## config.mk

```make
export PLATFORM = sky130hd
export DESIGN_NAME = la_cmd_decoder
export DESIGN_NICKNAME = d
export VERILOG_FILES = /design/src/rtl/la_cmd_pkg.sv /design/src/rtl/la_cmd_parser.sv /design/src/rtl/la_cfg_regs.sv /design/src/rtl/la_id_tx.sv /design/src/rtl/la_cmd_decoder.sv
export SDC_FILE = /design/constraint.sdc
export NUM_CORES = 1
export LEC_CHECK = 0
export ABC_AREA = 1
export BUFFER_PORTS_ARGS = -buffer_cell sky130_fd_sc_hd__buf_2
export CAP_MARGIN = 5
export CELL_PAD_IN_SITES_DETAIL_PLACEMENT = 1
export CELL_PAD_IN_SITES_GLOBAL_PLACEMENT = 1
export CORE_MARGIN = 1
export CORE_UTILIZATION = 44
export CTS_CLUSTER_SIZE = 24
export DETAILED_ROUTE_END_ITERATION = 16
export GPL_TIMING_DRIVEN = 0
export HOLD_SLACK_MARGIN = 0.03
export MAX_ROUTING_LAYER = met4
export PLACE_DENSITY_LB_ADDON = 0.2
export SLEW_MARGIN = 20
export SYNTH_ARGS = -nofsm -noshare
export SYNTH_HDL_FRONTEND = slang
export SYNTH_HIERARCHICAL = 1
export SYNTH_SLANG_ARGS = --single-unit
```

## constraint.sdc

```tcl
create_clock -name clk_i -period 2.9 [get_ports clk_i]
set_input_delay 0.145 -clock clk_i [delete_from_list [all_inputs] [get_ports clk_i]]
set_output_delay 0.145 -clock clk_i [all_outputs]
set_load 0.1 [all_outputs]
```

## src/rtl/la_cmd_pkg.sv

```systemverilog
package la_cmd_pkg;
  localparam logic [7:0] OP_RESET = 8'h00;
  localparam logic [7:0] OP_RUN   = 8'h01;
  localparam logic [7:0] OP_ID    = 8'h02;
  localparam logic [7:0] OP_META  = 8'h04;
  localparam logic [7:0] OP_DIV   = 8'h80;
  localparam logic [7:0] OP_SIZE  = 8'h81;
  localparam logic [7:0] OP_FLAGS = 8'h82;
  localparam int unsigned ARG_BYTES = 4;

  typedef struct packed {
    logic [7:0]  op;
    logic [31:0] arg;
  } long_cmd_t;
endpackage

```

## src/rtl/la_cmd_parser.sv

```systemverilog
module la_cmd_parser
  import la_cmd_pkg::*;
(
  input  logic       clk_i,
  input  logic       rst_ni,
  input  logic       rx_valid_i,
  input  logic [7:0] rx_data_i,
  output logic       short_vld_o,
  output logic [7:0] short_op_o,
  output logic       long_vld_o,
  output long_cmd_t  long_cmd_o
);
  localparam int unsigned CW = $clog2(ARG_BYTES + 1);

  logic [CW-1:0] cnt_q;
  logic [7:0]    op_q;
  logic [23:0]   args_q;

  always_comb begin
    short_vld_o    = rx_valid_i && (cnt_q == '0) && !rx_data_i[7];
    short_op_o     = rx_data_i;
    long_vld_o     = rx_valid_i && (cnt_q == CW'(ARG_BYTES));
    long_cmd_o.op  = op_q;
    long_cmd_o.arg = {rx_data_i, args_q};
  end

  always_ff @(posedge clk_i or negedge rst_ni) begin
    if (!rst_ni) begin
      cnt_q  <= '0;
      op_q   <= '0;
      args_q <= '0;
    end else if (rx_valid_i) begin
      if (cnt_q == '0) begin
        if (rx_data_i[7]) begin
          op_q  <= rx_data_i;
          cnt_q <= CW'(1);
        end
      end else if (cnt_q == CW'(ARG_BYTES)) begin
        cnt_q <= '0;
      end else begin
        case (cnt_q)
          CW'(1):  args_q[7:0]   <= rx_data_i;
          CW'(2):  args_q[15:8]  <= rx_data_i;
          default: args_q[23:16] <= rx_data_i;
        endcase
        cnt_q <= cnt_q + CW'(1);
      end
    end
  end
endmodule

```

## src/rtl/la_cfg_regs.sv

```systemverilog
module la_cfg_regs
  import la_cmd_pkg::*;
#(
  parameter int unsigned NUM_STAGES = 4
) (
  input  logic                    clk_i,
  input  logic                    rst_ni,
  input  logic                    cmd_vld_i,
  input  long_cmd_t               cmd_i,
  output logic                    wr_valid_o,
  output logic [7:0]              wr_op_o,
  output logic [32*NUM_STAGES-1:0] trig_mask_o,
  output logic [32*NUM_STAGES-1:0] trig_value_o,
  output logic [32*NUM_STAGES-1:0] trig_cfg_o,
  output logic [23:0]             divider_o,
  output logic [15:0]             read_cnt_o,
  output logic [15:0]             delay_cnt_o,
  output logic [15:0]             flags_o
);
  localparam int unsigned SEL_W = 4;

  logic              stage_grp;
  logic [NUM_STAGES-1:0] stage_hit;
  logic              hit_div, hit_size, hit_flags, known;

  assign stage_grp = (cmd_i.op[7:6] == 2'b11) && (cmd_i.op[1:0] != 2'b11);
  assign hit_div   = cmd_i.op == OP_DIV;
  assign hit_size  = cmd_i.op == OP_SIZE;
  assign hit_flags = cmd_i.op == OP_FLAGS;
  assign known     = hit_div || hit_size || hit_flags || (|stage_hit);

  for (genvar s = 0; s < NUM_STAGES; s++) begin : g_stage
    logic sel;
    assign sel          = stage_grp && (cmd_i.op[5:2] == SEL_W'(s));
    assign stage_hit[s] = sel;

    always_ff @(posedge clk_i or negedge rst_ni) begin
      if (!rst_ni) begin
        trig_mask_o[32*s +: 32]  <= '0;
        trig_value_o[32*s +: 32] <= '0;
        trig_cfg_o[32*s +: 32]   <= '0;
      end else if (cmd_vld_i && sel) begin
        case (cmd_i.op[1:0])
          2'b00:   trig_mask_o[32*s +: 32]  <= cmd_i.arg;
          2'b01:   trig_value_o[32*s +: 32] <= cmd_i.arg;
          default: trig_cfg_o[32*s +: 32]   <= cmd_i.arg;
        endcase
      end
    end
  end

  always_ff @(posedge clk_i or negedge rst_ni) begin
    if (!rst_ni) begin
      divider_o   <= '0;
      read_cnt_o  <= '0;
      delay_cnt_o <= '0;
      flags_o     <= '0;
      wr_valid_o  <= 1'b0;
      wr_op_o     <= '0;
    end else begin
      wr_valid_o <= cmd_vld_i && known;
      if (cmd_vld_i && known) wr_op_o <= cmd_i.op;
      if (cmd_vld_i && hit_div) divider_o <= cmd_i.arg[23:0];
      if (cmd_vld_i && hit_size) begin
        read_cnt_o  <= cmd_i.arg[15:0];
        delay_cnt_o <= cmd_i.arg[31:16];
      end
      if (cmd_vld_i && hit_flags) flags_o <= cmd_i.arg[15:0];
    end
  end
endmodule

```

## src/rtl/la_id_tx.sv

```systemverilog
module la_id_tx #(
  parameter logic [31:0] SIGNATURE = 32'h4C413031
) (
  input  logic       clk_i,
  input  logic       rst_ni,
  input  logic       start_i,
  input  logic       tx_ready_i,
  output logic       tx_valid_o,
  output logic [7:0] tx_data_o
);
  localparam int unsigned NB = 4;
  localparam int unsigned CW = $clog2(NB + 1);

  logic [31:0]   sh_q;
  logic [CW-1:0] left_q;

  assign tx_valid_o = left_q != '0;
  assign tx_data_o  = sh_q[31:24];

  always_ff @(posedge clk_i or negedge rst_ni) begin
    if (!rst_ni) begin
      sh_q   <= '0;
      left_q <= '0;
    end else if (start_i) begin
      sh_q   <= SIGNATURE;
      left_q <= CW'(NB);
    end else if (tx_valid_o && tx_ready_i) begin
      sh_q   <= {sh_q[23:0], 8'h00};
      left_q <= left_q - CW'(1);
    end
  end
endmodule

```

## src/rtl/la_cmd_decoder.sv

```systemverilog
module la_cmd_decoder
  import la_cmd_pkg::*;
#(
  parameter int unsigned NUM_STAGES = 4,
  parameter logic [31:0] SIGNATURE  = 32'h4C413031
) (
  input  logic                     clk_i,
  input  logic                     rst_ni,
  input  logic                     rx_valid_i,
  input  logic [7:0]               rx_data_i,
  output logic                     reset_o,
  output logic                     run_o,
  output logic                     id_o,
  output logic                     meta_o,
  output logic                     wr_valid_o,
  output logic [7:0]               wr_op_o,
  output logic [32*NUM_STAGES-1:0] trig_mask_o,
  output logic [32*NUM_STAGES-1:0] trig_value_o,
  output logic [32*NUM_STAGES-1:0] trig_cfg_o,
  output logic [23:0]              divider_o,
  output logic [15:0]              read_cnt_o,
  output logic [15:0]              delay_cnt_o,
  output logic [15:0]              flags_o,
  output logic [3:0]               grp_en_o,
  output logic                     tx_valid_o,
  output logic [7:0]               tx_data_o,
  input  logic                     tx_ready_i
);
  localparam int unsigned GRP_LSB = 2;

  logic       short_vld, long_vld;
  logic [7:0] short_op;
  long_cmd_t  long_cmd;

  la_cmd_parser u_parser (
    .clk_i       (clk_i),
    .rst_ni      (rst_ni),
    .rx_valid_i  (rx_valid_i),
    .rx_data_i   (rx_data_i),
    .short_vld_o (short_vld),
    .short_op_o  (short_op),
    .long_vld_o  (long_vld),
    .long_cmd_o  (long_cmd)
  );

  la_cfg_regs #(.NUM_STAGES(NUM_STAGES)) u_regs (
    .clk_i        (clk_i),
    .rst_ni       (rst_ni),
    .cmd_vld_i    (long_vld),
    .cmd_i        (long_cmd),
    .wr_valid_o   (wr_valid_o),
    .wr_op_o      (wr_op_o),
    .trig_mask_o  (trig_mask_o),
    .trig_value_o (trig_value_o),
    .trig_cfg_o   (trig_cfg_o),
    .divider_o    (divider_o),
    .read_cnt_o   (read_cnt_o),
    .delay_cnt_o  (delay_cnt_o),
    .flags_o      (flags_o)
  );

  always_ff @(posedge clk_i or negedge rst_ni) begin
    if (!rst_ni) begin
      reset_o <= 1'b0;
      run_o   <= 1'b0;
      id_o    <= 1'b0;
      meta_o  <= 1'b0;
    end else begin
      reset_o <= short_vld && (short_op == OP_RESET);
      run_o   <= short_vld && (short_op == OP_RUN);
      id_o    <= short_vld && (short_op == OP_ID);
      meta_o  <= short_vld && (short_op == OP_META);
    end
  end

  // transmitter loads on the same edge that raises id_o
  la_id_tx #(.SIGNATURE(SIGNATURE)) u_id_tx (
    .clk_i      (clk_i),
    .rst_ni     (rst_ni),
    .start_i    (short_vld && (short_op == OP_ID)),
    .tx_ready_i (tx_ready_i),
    .tx_valid_o (tx_valid_o),
    .tx_data_o  (tx_data_o)
  );

  // flag bit set means the group is disabled
  assign grp_en_o = ~flags_o[GRP_LSB +: 4];
endmodule

```

---- After elaboration in Yosys (flattened, before gate mapping) ----
Index checks and enable logic that the tools add are counted.
storage, ports and cells
  bits in registers ....................... 539
  latch bits .............................. 0
  memory bits (writable) .................. 0
  bits in read-only memories .............. 0
  input port bits ......................... 12
  output and inout port bits .............. 482
  memories ................................ 0
cells by class
  $add $sub $neg .......................... 2
  multipliers ............................. 0
  div/mod/pow operators ................... 0
  order comparisons ....................... 0
  eq/ne operators ......................... 16
  shift-type cells ........................ 0
  multiplexer cells ....................... 7
  bitwise logic cells ..................... 5
  reductions and logical operators ........ 51
operators with widths
  kind                                                             count
  32-bit 2-to-1 mux                                                2
  2-bit AND reduction                                              13
  8-bit == test, second input constant                             3
  1-bit logical AND                                                21
  3-bit 2-to-1 mux                                                 5
  4-bit AND reduction                                              3
  4-bit by 2-bit == test with 1-bit output, second input constant  2
  8-bit by 1-bit == test with 1-bit output, second input constant  1
  8-bit by 2-bit == test with 1-bit output, second input constant  1
  8-bit by 3-bit == test with 1-bit output, second input constant  1
  8-bit zero test                                                  1
  4-bit by 1-bit == test with 1-bit output, second input constant  1
  4-bit zero test                                                  1
  2-bit inequality test, second input constant                     2
  1-bit inverter                                                   4
  4-bit inverter                                                   1
  2-bit OR reduction                                               2
  4-bit OR reduction                                               1
  3-bit by 1-bit adder with 3-bit output, second input constant    1
  3-bit by 1-bit == test with 1-bit output, second input constant  1
  3-bit by 2-bit == test with 1-bit output, second input constant  1
  3-bit == test, second input constant                             1
  3-bit zero test                                                  1
  1-bit logical OR                                                 3
  8 further kinds                                                  8

---- Logic depth before layout (Yosys ltp) ----
Gate-level depths: netlist (run 1).
  depth in word-level cells ............... 6
  gate-level depth with buffers ........... 12
  depth with buffers taken out ............ 12

---- Hierarchy ----
Netlist (run 1), hierarchy kept.
by module, submodules not included
  module          times used  cells an instance  area each (µm²)  seq. area each (µm²)
  la_cfg_regs     1           1617               17665.7          11636.2
  la_cmd_parser   1           164                1622.8           875.8
  la_id_tx        1           68                 595.6            250.2
  la_cmd_decoder  1           31                 210.2            100.1

---- Least setup slack after synthesis (run 1) ----
No wires, ideal clock.
  path type ............................... register -> register
  start point ............................. reg u_parser.cnt_q[0]
  end point ............................... reg u_regs.divider_o[13]
  arrival ................................. 1.780 ns
  slack ................................... 0.990 ns
  cell stages (with the launch flop) ...... 11
  period minus slack after synthesis ...... 1.910 ns
  cell sequence ........................... dfrtp_1 inv_1 ha_1 nand2_1 nor2_1 buf_6 nand3_2 buf_6 buf_2 nand2_1 o21ai_1
between the ends
  word-level cells in the longest chain between the ends .. 3
RTL lines
  element                   RTL line              source
  start: declaration        la_cmd_parser.sv:15   logic [CW-1:0] cnt_q;
  start signal: assignment  la_cmd_parser.sv:46   cnt_q <= cnt_q + CW'(1);
  3-bit == test             la_cmd_parser.sv:22   long_vld_o = rx_valid_i && (cnt_q == CW'(ARG_BYTES));
  1-bit logical AND         la_cmd_parser.sv:22
  net long_vld              la_cmd_decoder.sv:31  logic short_vld, long_vld;
  1-bit logical AND         la_cfg_regs.sv:63     if (cmd_vld_i && hit_div) divider_o <= cmd_i.arg[23:0];
  end signal: assignment    la_cfg_regs.sv:63
  end: declaration          la_cfg_regs.sv:15     output logic [23:0] divider_o,
The timed path passes the listed nets, and every way through them passes these cells.
A chain may end at the register's enable or synchronous reset.

---- Final worst setup path (run 1) ----
  start point ............................. reg u_parser.cnt_q[0]
  end point ............................... reg u_regs.trig_cfg_o[11]
between the ends
  word-level cells in the longest chain between the ends .. 4
RTL lines
  element                         RTL line              source
  3-bit == test                   la_cmd_parser.sv:22
  1-bit logical AND               la_cmd_parser.sv:22
  net long_vld                    la_cmd_decoder.sv:31
  1-bit logical AND               la_cfg_regs.sv:42     end else if (cmd_vld_i && sel) begin
  2-bit AND reduction (no line)   n/a
  end signal: indexed assignment  la_cfg_regs.sv:46     default: trig_cfg_o[32*s +: 32] <= cmd_i.arg;
  end: declaration                la_cfg_regs.sv:14     output logic [32*NUM_STAGES-1:0] trig_cfg_o,
The timed path passes the listed nets, and every way through them passes these cells.

==> results of run 1 <==
[power groups by stage]
| stage | registers, mW | clock network, mW | logic (mW) |
|---|---|---|---|
| 6_report | 8.56 | 7.07 | 8.62 |
| 5_1_grt | 8.66 | 7.44 | 8.97 |
| 3_5_place_dp | 8.67 | 0 | 8.61 |
| 2_1_floorplan | 12.6 | 0 | 2.51 |
| 3_3_place_gp | 8.64 | 0 | 8.45 |
| 4_1_cts | 8.56 | 7.17 | 8.65 |
[state kept, by name, summed over array words and instances (netlist names)]
| signal | flops |
|---|---|
| u_regs/flags_o | 16 |
| u_regs/delay_cnt_o | 16 |
| u_regs/trig_value_o | 128 |
| u_parser/cnt_q | 3 |
| u_id_tx/sh_q | 7 |
| u_id_tx/left_q | 3 |
| u_regs/wr_op_o | 8 |
| u_regs/read_cnt_o | 16 |
| run_o | 1 |
| u_regs/divider_o | 24 |
| id_o | 1 |
| u_regs/trig_cfg_o | 128 |
| u_regs/trig_mask_o | 128 |
| u_regs/wr_valid_o | 1 |
| u_parser/op_q | 8 |
| reset_o | 1 |
| u_parser/args_q | 24 |
| meta_o | 1 |
[cell type report]
class | count | area share [%]
clock buffers | 77 | 6.10
repair buffers | 508 | 10.8
inverters | 83 | 1.23
clock inverters | 18 | 0.943
multi-input cells | 1133 | 22.7
well taps | 592 | 2.92
plain buffers | 151 | 4.58
flip-flops and latches | 514 | 50.7
[cell usage after synthesis (all sizes together)]
master,n
a21oi,2
buf,111
clkbuf,40
conb,1
dfrtp,514
ha,6
inv,83
nand2,564
nand3,34
nand3b,2
nand4,8
nor2,25
o211ai,1
o21ai,488
or2,1
[metrics by stage]
step / worst slack (ns) / util, % / power (mW)
floorplan: 0.990 / - / 15.1
global placement: -8.70 / 52.2 / 17.1
detailed placement: 0.509 / 52.5 / 17.3
CTS: 0.441 / 56.8 / 24.4
global route: 0.329 / 56.8 / 25.1
finish: 0.448 / 56.8 / 24.3
[worst paths after layout]
path	startpoint	endpoint	slack, ns
min	rst_ni	u_regs/trig_mask_o[103]$_DFFE_PN0P_	0.08
min in group clk_i	u_regs/wr_op_o[7]$_DFFE_PN0P_	u_regs/wr_op_o[7]$_DFFE_PN0P_	0.47
max in group asynchronous	rst_ni	u_regs/trig_mask_o[122]$_DFFE_PN0P_	1.38
max reg2reg	u_parser/cnt_q[0]$_DFFE_PN0P_	u_regs/trig_cfg_o[11]$_DFFE_PN0P_	0.45
max	u_parser/cnt_q[0]$_DFFE_PN0P_	u_regs/trig_cfg_o[11]$_DFFE_PN0P_	0.45
min reg2reg	u_regs/wr_op_o[7]$_DFFE_PN0P_	u_regs/wr_op_o[7]$_DFFE_PN0P_	0.47
[critical path: stages (launching register included)]
cell and delay, ns:
dfrtp_1 0.41, inv_1 0.12, ha_1 0.27, nand2_1 0.10, nor2_1 0.28, buf_6 0.27, nand4_4 0.32, buf_2 0.34
nand2_1 0.11, o21ai_1 0.08
[cell families after synthesis]
group / count (synthesis) / share of synthesized area, %
other: 1 / 0.0187
and+or+nand+nor: 634 / 14.0
DFF: 514 / 64.0
adders and majority gates: 6 / 0.374
AOI/OAI and AO/OA: 491 / 14.2
buffers and inverters: 234 / 7.33
[per-layer routing]
layer / GRT usage (%) / share of wire [%]
met4: 10.8 / 3.5
met3: 7.12 / 6.0
met1: 40.3 / 40
met2: 54.6 / 50
met5: - / 0
==> impl_metrics.tcl, run 1 <==
set metrics [dict create \
    status "complete, no violations" \
    power_switching_mw 10.9 \
    syn_area_um2 20100 \
    synth_top_area_share_pct 64.0 \
    final_cell_mix "nand2_1 (556), dfrtp_1 (514), buf_2 (511)" \
    die_x_um 216 \
    via_per_inst 5.27 \
    synthTopCellsByArea "dfrtp_1 (64%), nand2_1 (10%), o21ai_1 (8.0%)" \
    seqCellArea_um2 12900 \
    grt_util_all_layers_pct 33.0 \
    mostFrequentLayoutCell "nand2_1" \
    p_leak_nw 13.5 \
    antenna_found_initial 0 \
    clk_pin_slew_ns 0.06 \
    place_congestion 0.837 \
    die_area_um2 46500 \
    min_period_over_period_pct 84.5 \
    setup_viol 0 \
    clock_sinks 514 \
    hold_buffers 13 \
    slew_viol_final 0 \
    multi_input_area_um2 5760 \
    synth_warnings 6 \
    cts_buffer_depth 3 \
    powerDensity_nw_per_um2 957 \
    antenna_left 0 \
    synthCells 1880 \
    required_ns 3.36 \
    wl_um 73600 \
    crit_path_start_kind "flop" \
    synth_cell_types 30 \
    power.share.combinational_pct 35.5 \
    stdcell_area_um2 25400 \
    area_delta_synth_final_pct 26.2 \
    ff2ff_path_depth 9 \
    numCtsBuffers 54 \
    cts_tree "built" \
    antennaDiodeCount 0 \
    dp_hpwl_um 52200 \
    grt_max_degree 102 \
    post_cts_resized 0 \
    max_freq_mhz 408 \
    min_period_ns 2.45 \
    drtIter0Drc 1200 \
    end_kind "flop" \
    layout.cells.non_filler 3076 \
    worst-setup-path-type "reg -> reg" \
    p_seq_share_pct 35.3 \
    hold_viol 0 \
    hold_slack_ns 0.0768 \
    drc 0 \
    slew_headroom_pct 26.6 \
    rsz0062_at_grt "no" \
    drive_gt1_share_pct 34.2 \
    h-tree-depth 2 \
    clk_latency_ns 0.61 \
    setup_tns_ns 0 \
    fin_nets 2463 \
    critPathMaxFanout 10 \
    avgSynthCellArea_um2 10.7 \
    io_buffers 490 \
    grt_pass1_wl_um 111000 \
    synth_top_cell_by_area "dfrtp_1" \
    p_int_mw 13.4 \
    arrival_ns 2.91 \
    ios 494 \
    initial_core_util_pct 45.0 \
    maxCapViolCount 0 \
    dp_cells 2968 \
    clock_power_share_pct 29.2 \
    max_slew.worst_pin.slew_ns 1.10 \
    cts_root_buf "clkbuf_16" \
    dr.pass1.iters 5 \
    placedInstanceArea_um2 23400 \
    overflow 0 \
    num-fill-cells 5046 \
    die_h_um 216 \
    post_drt_wl_per_cell_um 23.9 \
    hp-class "in -> async" \
    vias 16223 \
    postCtsSetupRepairBufs 0 \
    core-area_um2 44600 \
    switching_share_pct 44.8 \
    fin_skew_ns 0.0260 \
    grt_pass1_vias 17094 \
    synth-seq-cells 514 \
    ir_drop_uv 874 \
    row_count 77 \
    synth_seq_area_share_pct 64.0 \
]
(Power assumes the default switching activity.)
==> run 2, diff against run 1 <==
--- a/config.mk
+++ b/config.mk
@@ -11,7 +11,7 @@
 export CELL_PAD_IN_SITES_DETAIL_PLACEMENT = 1
 export CELL_PAD_IN_SITES_GLOBAL_PLACEMENT = 1
 export CORE_MARGIN = 1
-export CORE_UTILIZATION = 44
+export CORE_UTILIZATION = 37
 export CTS_CLUSTER_SIZE = 24
 export DETAILED_ROUTE_END_ITERATION = 16
 export GPL_TIMING_DRIVEN = 0
==> constraint.sdc (replaced) <==
create_clock -name clk_i -period 2.05 [get_ports clk_i]
set_input_delay 0.1025 -clock clk_i [delete_from_list [all_inputs] [get_ports clk_i]]
set_output_delay 0.1025 -clock clk_i [all_outputs]
set_load 0.1 [all_outputs]
==> impl_metrics.tcl, run 2 (synthesized netlist as in run 1, its figures left out) <==
set metrics [dict create \
    clk_pin_slew_ns 0.06 \
    final_core_util_pct 48.8 \
    h-tree-depth 2 \
    numCtsBuffers 57 \
    clk_latency_ns 0.60 \
    arrival_ns 2.42 \
    mostFrequentLayoutCell "nand2_1" \
    max_freq_mhz 504 \
    place_congestion 0.844 \
    io_buffers 490 \
    rrSetupSlack_ns 0.07 \
    clock_sinks 514 \
    grt_util_all_layers_pct 27.6 \
    vias 16021 \
    antennaDiodeCount 0 \
    cp_num_cells 9 \
    dp_hpwl_um 53700 \
    initial_core_util_pct 37.4 \
    place_ws_ns -0.407 \
    area_delta_synth_final_pct 30.3 \
    crit_path_start_kind "flop" \
    grt_pass1_wl_um 111000 \
    drive_gt1_share_pct 35.7 \
    slew_viol_final 0 \
    num-fill-cells 6065 \
    cts_buffer_depth 3 \
    slew_headroom_pct 32.3 \
    final.setup.worst_slack_ns 0.0675 \
    hp-class "in -> async" \
    dr.pass1.iters 6 \
    path_cells "inv_2, ha_4, nand2_2, nor2_4, buf_12, nand3_4, buf_6, nand2_1, o21ai_1" \
    die_area_um2 55200 \
    row_count 85 \
    wl_um 74300 \
    ff2ff_path_depth 9 \
    end_kind "flop" \
    antenna_left 0 \
    fin_nets 2493 \
    final_cell_mix "nand2_1 (554), dfrtp_1 (514), buf_2 (500)" \
    r2r_end "u_regs/trig_mask_o[73]$_DFFE_PN0P_" \
    slowest_stage "dfrtp_1" \
    rr_startpoint "u_parser/cnt_q[0]$_DFFE_PN0P_" \
    die_x_um 235 \
    drc 0 \
    via_per_inst 4.98 \
    overflow 0 \
    p_total_mw 35.1 \
    cts_tree "built" \
    endpoint "u_regs/trig_mask_o[73]$_DFFE_PN0P_" \
    crit_start "u_parser/cnt_q[0]$_DFFE_PN0P_" \
    worst-setup-path-type "reg -> reg" \
    min_period_over_period_pct 96.7 \
    die_h_um 235 \
    cts_root_buf "clkbuf_16" \
    hold_viol 0 \
    core-area_um2 53700 \
    p_leak_nw 13.8 \
    antenna_found_initial 0 \
    reg_top3 "u_regs/trig_cfg_o: 128 flops, u_regs/trig_mask_o: 128 flops, u_regs/trig_value_o: 128 flops" \
    drtIter0Drc 870 \
    path_delay_family "simple AND/OR/NAND/NOR gates" \
    setup_viol 0 \
    required_ns 2.48 \
    critPathMaxFanout 10 \
    ios 494 \
    maxCapViolCount 0 \
    grt_pass1_vias 16731 \
    max_slew.worst_pin.slew_ns 1.02 \
    status "complete, no violations" \
    grt_max_degree 95 \
    fin_skew_ns 0.0158 \
    post_drt_wl_per_cell_um 23.1 \
    powerDensity_nw_per_um2 1340 \
    min_period_ns 1.98 \
    ir_drop_uv 967 \
    cp_num_buf_inv 3 \
    critPathMaxStageDelay_ns 0.42 \
]
run 2: cell types whose count changed in the layout (fill, tap and decap cells not counted), moves of 4 or more:
cell        change
buf_4          +20
clkinvlp_4      -4
clkbuf_16       +6
clkbuf_1        -4
clkbuf_8        +5
nor2_4          +4
buf_12         +13
buf_2          -11
run 2: final cells by class:
class                           count  area [um2]  area share, %
Buffer                            150        1230           4.69
Clock inverter                     16         211          0.807
Multi-Input combinational cell   1133        5820           22.2
Inverter                           83         312           1.19
Sequential cell                   514       12900           49.1
Timing Repair Buffer              536        3130           12.0
Clock buffer                       89        1750           6.68
Tap cell                          696         871           3.33
run 2: worst min-delay path, delay by kind of cell:
kind	cells	cell delay, ns
buffers and inverters	3	0.91
run 2: worst min-delay path by stage:
| stage | from | to | cells after the start |
|---|---|---|---|
| after floorplan | rst_ni | id_o$_DFF_PN0_ | 0 |
| after global placement | u_regs/wr_op_o[7]$_DFFE_PN0P_ | u_regs/wr_op_o[7]$_DFFE_PN0P_ | 2 |
| after detailed placement | rst_ni | u_regs/trig_value_o[106]$_DFFE_PN0P_ | 1 |
| after CTS | rst_ni | u_regs/trig_value_o[106]$_DFFE_PN0P_ | 3 |
| after global routing | rst_ni | u_regs/trig_value_o[104]$_DFFE_PN0P_ | 3 |
| final | rst_ni | u_regs/trig_value_o[104]$_DFFE_PN0P_ | 3 |
run 2: power breakdown:
part	internal (mW)	switching [mW]
logic	1.86	10.5
clock network	6.45	4.16
registers	11.3	0.803
run 2: routing by layer:
| layer | vias to the layer above | global-route usage, % | wire, um |
|---|---|---|---|
| met5 | - | - | 0 |
| met4 | 0 | 8.19 | 1940 |
| met3 | 114 | 5.73 | 4000 |
| li1 | 7301 | - | - |
| met2 | 430 | 45.0 | 36400 |
| met1 | 8176 | 34.8 | 32000 |
run 2: stage by stage:
| stage | hold WS (ns) | instance area, um2 | instances | TNS [ns] |
|---|---|---|---|---|
| global placement | 0.447 | 23400 | 3067 | -5005.42 |
| floorplan | -0.193 | 20100 | 1881 | 0 |
| finish | 0.0594 | 26200 | 3217 | 0 |
| CTS | 0.0431 | 26000 | 3206 | 0 |
| detailed placement | 0.00335 | 23600 | 3073 | -109.36 |
| global route | 0.0656 | 26200 | 3217 | -0.00499 |
run 2: what timing repair did:
item,4_1_cts,5_1_grt
cloned,0,1
endpoints found under the hold margin,254,0
hold buffers,15,0
pin swaps,8,2
setup buffers,13,11
endpoints found under the setup margin,450,221
resized for setup,20,39
==> run 3, diff against run 2 <==
--- a/config.mk
+++ b/config.mk
@@ -11,15 +11,14 @@
 export CELL_PAD_IN_SITES_DETAIL_PLACEMENT = 1
 export CELL_PAD_IN_SITES_GLOBAL_PLACEMENT = 1
 export CORE_MARGIN = 1
-export CORE_UTILIZATION = 37
+export CORE_UTILIZATION = 36
 export CTS_CLUSTER_SIZE = 24
 export DETAILED_ROUTE_END_ITERATION = 16
 export GPL_TIMING_DRIVEN = 0
 export HOLD_SLACK_MARGIN = 0.03
 export MAX_ROUTING_LAYER = met4
 export PLACE_DENSITY_LB_ADDON = 0.2
-export SLEW_MARGIN = 20
+export SLEW_MARGIN = 0
 export SYNTH_ARGS = -nofsm -noshare
 export SYNTH_HDL_FRONTEND = slang
-export SYNTH_HIERARCHICAL = 1
 export SYNTH_SLANG_ARGS = --single-unit
==> impl_metrics.tcl, run 3 <==
set metrics [dict create \
    status "complete, no violations" \
    io_buffers 491 \
    powerDensity_nw_per_um2 1500 \
    post_drt_wl_per_cell_um 23.5 \
    setup_viol 0 \
    fin_skew_ns 0.0149 \
    ir_drop_uv 841 \
    p_leak_nw 12.9 \
    crit_start "u_parser.cnt_q[1]$_DFFE_PN0P_" \
    reg_top3 "u_regs.trig_cfg_o: 128 flops, u_regs.trig_mask_o: 128 flops, u_regs.trig_value_o: 128 flops" \
    grt_pass1_wl_um 108000 \
    rsz0062_at_grt "no" \
    final_cell_mix "nand2_1 (526), buf_2 (522), dfrtp_1 (514)" \
    rr_startpoint "u_parser.cnt_q[1]$_DFFE_PN0P_" \
    highest_layer "met4" \
    slew_headroom_pct 39.9 \
    final.setup.worst_slack_ns 0.119 \
    worst-setup-path-type "reg -> reg" \
    grt_max_degree 110 \
    synth_cell_types 33 \
    wl_met1_um 30300 \
    grt_pass1_vias 16272 \
    dr.pass1.iters 5 \
    synthCells 1815 \
    synth.top_cells.by_count "nand2_1 (527), dfrtp_1 (514), o21ai_0 (309)" \
    min_period_ns 1.93 \
    initial_core_util_pct 36.7 \
    dominantRegCellSynth "dfrtp_1" \
    via_per_inst 5.07 \
    cp_num_buf_inv 5 \
    wl_um 72900 \
    maxCapViolCount 0 \
    die_h_um 232 \
    clk_pin_slew_ns 0.06 \
    overflow 0 \
    ios 494 \
    min_period_over_period_pct 94.2 \
    r2r_end "u_regs.trig_cfg_o[33]$_DFFE_PN0P_" \
    final_core_util_pct 47.4 \
    dr_wl_met2_um 35100 \
    area_delta_synth_final_pct 29.2 \
    layout.cells.non_filler 3106 \
    hold_slack_ns 0.108 \
    synth_seq_area_share_pct 67.7 \
    syn_area_um2 19000 \
    mostFrequentLayoutCell "nand2_1" \
    cts_tree "built" \
    antenna_found_initial 0 \
    drc 0 \
    path_cells "inv_1, ha_4, nand3_4, clkinv_4, buf_12, nand3_4, buf_4, buf_6, o21ai_1" \
    synth-edff-count 0 \
    end_kind "flop" \
    h-tree-depth 2 \
    synth_warnings 0 \
    met3_length_um 5270 \
    vias 15758 \
    synthTopCellsByArea "dfrtp_1 (68%), nand2_1 (10%), o21ai_0 (8.1%)" \
    cts_root_buf "clkbuf_16" \
    dp_cells 2991 \
    crit_path_start_kind "flop" \
    grt_util_all_layers_pct 28.0 \
    row_count 83 \
    drtIter0Drc 905 \
    required_ns 2.57 \
    place_ws_ns -0.159 \
    cp_num_cells 9 \
    die_x_um 232 \
    avgSynthCellArea_um2 10.5 \
    p_total_mw 36.9 \
    clock_sinks 514 \
    critPathMaxStageDelay_ns 0.40 \
    hp-class "in -> reg" \
    max_freq_mhz 518 \
    synth.most_common_cell "nand2_1" \
    cpMostUsedCell "nand3_4" \
    drive_gt1_share_pct 29.8 \
    dp_hpwl_um 52100 \
    rrSetupSlack_ns 0.12 \
    ff2ff_path_depth 9 \
    numCtsBuffers 54 \
    critPathMaxFanout 12 \
    core-area_um2 51700 \
    clk_latency_ns 0.61 \
    slew_viol_final 0 \
    place_congestion 0.848 \
    cts_buffer_depth 3 \
    hold_viol 0 \
    synth_top_cell_by_area "dfrtp_1" \
    die_area_um2 53700 \
    antenna_left 0 \
    endpoint "u_regs.trig_cfg_o[33]$_DFFE_PN0P_" \
    max_slew.worst_pin.slew_ns 0.901 \
    synth_top_area_share_pct 67.7 \
    num-fill-cells 5918 \
    arrival_ns 2.45 \
    slowest_stage "dfrtp_1" \
    fin_nets 2404 \
    synthArstFlopShare_pct 100 \
    synth-seq-cells 514 \
    path_delay_family "buffers and inverters" \
]
run 3: cell types whose count changed in the layout (fill, tap and decap cells not counted), moves of 21 or more:
| cell | change |
|---|---|
| buf_2 | +22 |
| buf_4 | -23 |
| buf_6 | -43 |
| clkbuf_2 | +21 |
| nand2_1 | -28 |
| o21ai_0 | +251 |
| o21ai_1 | -155 |
| o21ai_2 | -103 |
run 3: logic make-up after synthesis:
family / after synthesis / synth area share (%)
flops: 514 / 67.7
simple gates: 593 / 13.0
fa+ha+maj: 6 / 0.395
compound gates: 501 / 13.4
buf+inv: 200 / 5.38
other cells: 1 / 0.0197
run 3: power breakdown:
part,switching (mW),leakage (nW),total [mW],internal (mW)
combinational,12.6,4.96,14.4,1.85
sequential,0.898,7.06,12.5,11.6
clock,4.10,0.882,9.97,5.87
run 3: per-layer routing:
metal,track usage (%),vias up
li1,-,7056
met1,34.9,8124
met2,44.7,461
met3,7.40,117
met4,7.85,0
met5,-,-
run 3: worst min-delay path by stage:
stage,cells after the start,slack [ns],to,start
floorplan,0,-0.19,id_o$_DFF_PN0_,rst_ni
global placement,2,0.31,run_o$_DFF_PN0_,rx_data_i[1]
detailed placement,1,0.21,u_regs.trig_value_o[107]$_DFFE_PN0P_,rst_ni
CTS,5,0.08,meta_o$_DFF_PN0_,rx_data_i[3]
global route,4,0.17,u_regs.delay_cnt_o[11]$_DFFE_PN0P_,rx_data_i[3]
finish,5,0.11,meta_o$_DFF_PN0_,rx_data_i[3]
run 3: area by class of cell:
cell class	count	area (um2)	area share (%)
clock buffer	87	1700	6.92
clock inverter	8	92.6	0.377
inverter	65	249	1.01
buffer	133	802	3.27
timing repair buffer	514	2760	11.2
multi-input combinational	1104	5220	21.3
tap	680	851	3.47
sequential	514	12900	52.4
antenna	1	2.50	0.0102
run 3: worst min-delay path, cell delays in order:
cell	delay, ns
buf_2	0.08
inv_1	0.04
clkbuf_1	0.27
nand2_1	0.13
nor4_1	0.04
run 3: timing repair:
| action | 4_1_cts | 5_1_grt |
|---|---|---|
| buffers inserted | 5 | 3 |
| gates resized for setup | 15 | 18 |
| pin swaps | 3 | 2 |
| cloned | 2 | 0 |
| hold endpoints to repair | 146 | 0 |
| hold buffers | 11 | 0 |
| endpoints found under the setup margin | 171 | 393 |
run 3: metrics by stage:
stage               area, um2   TNS, ns
floorplan               19000         0
global placement        22300  -4949.92
detailed placement      22400     -7.23
CTS                     24400     -3.66
global route            24500         0
finish                  24500         0
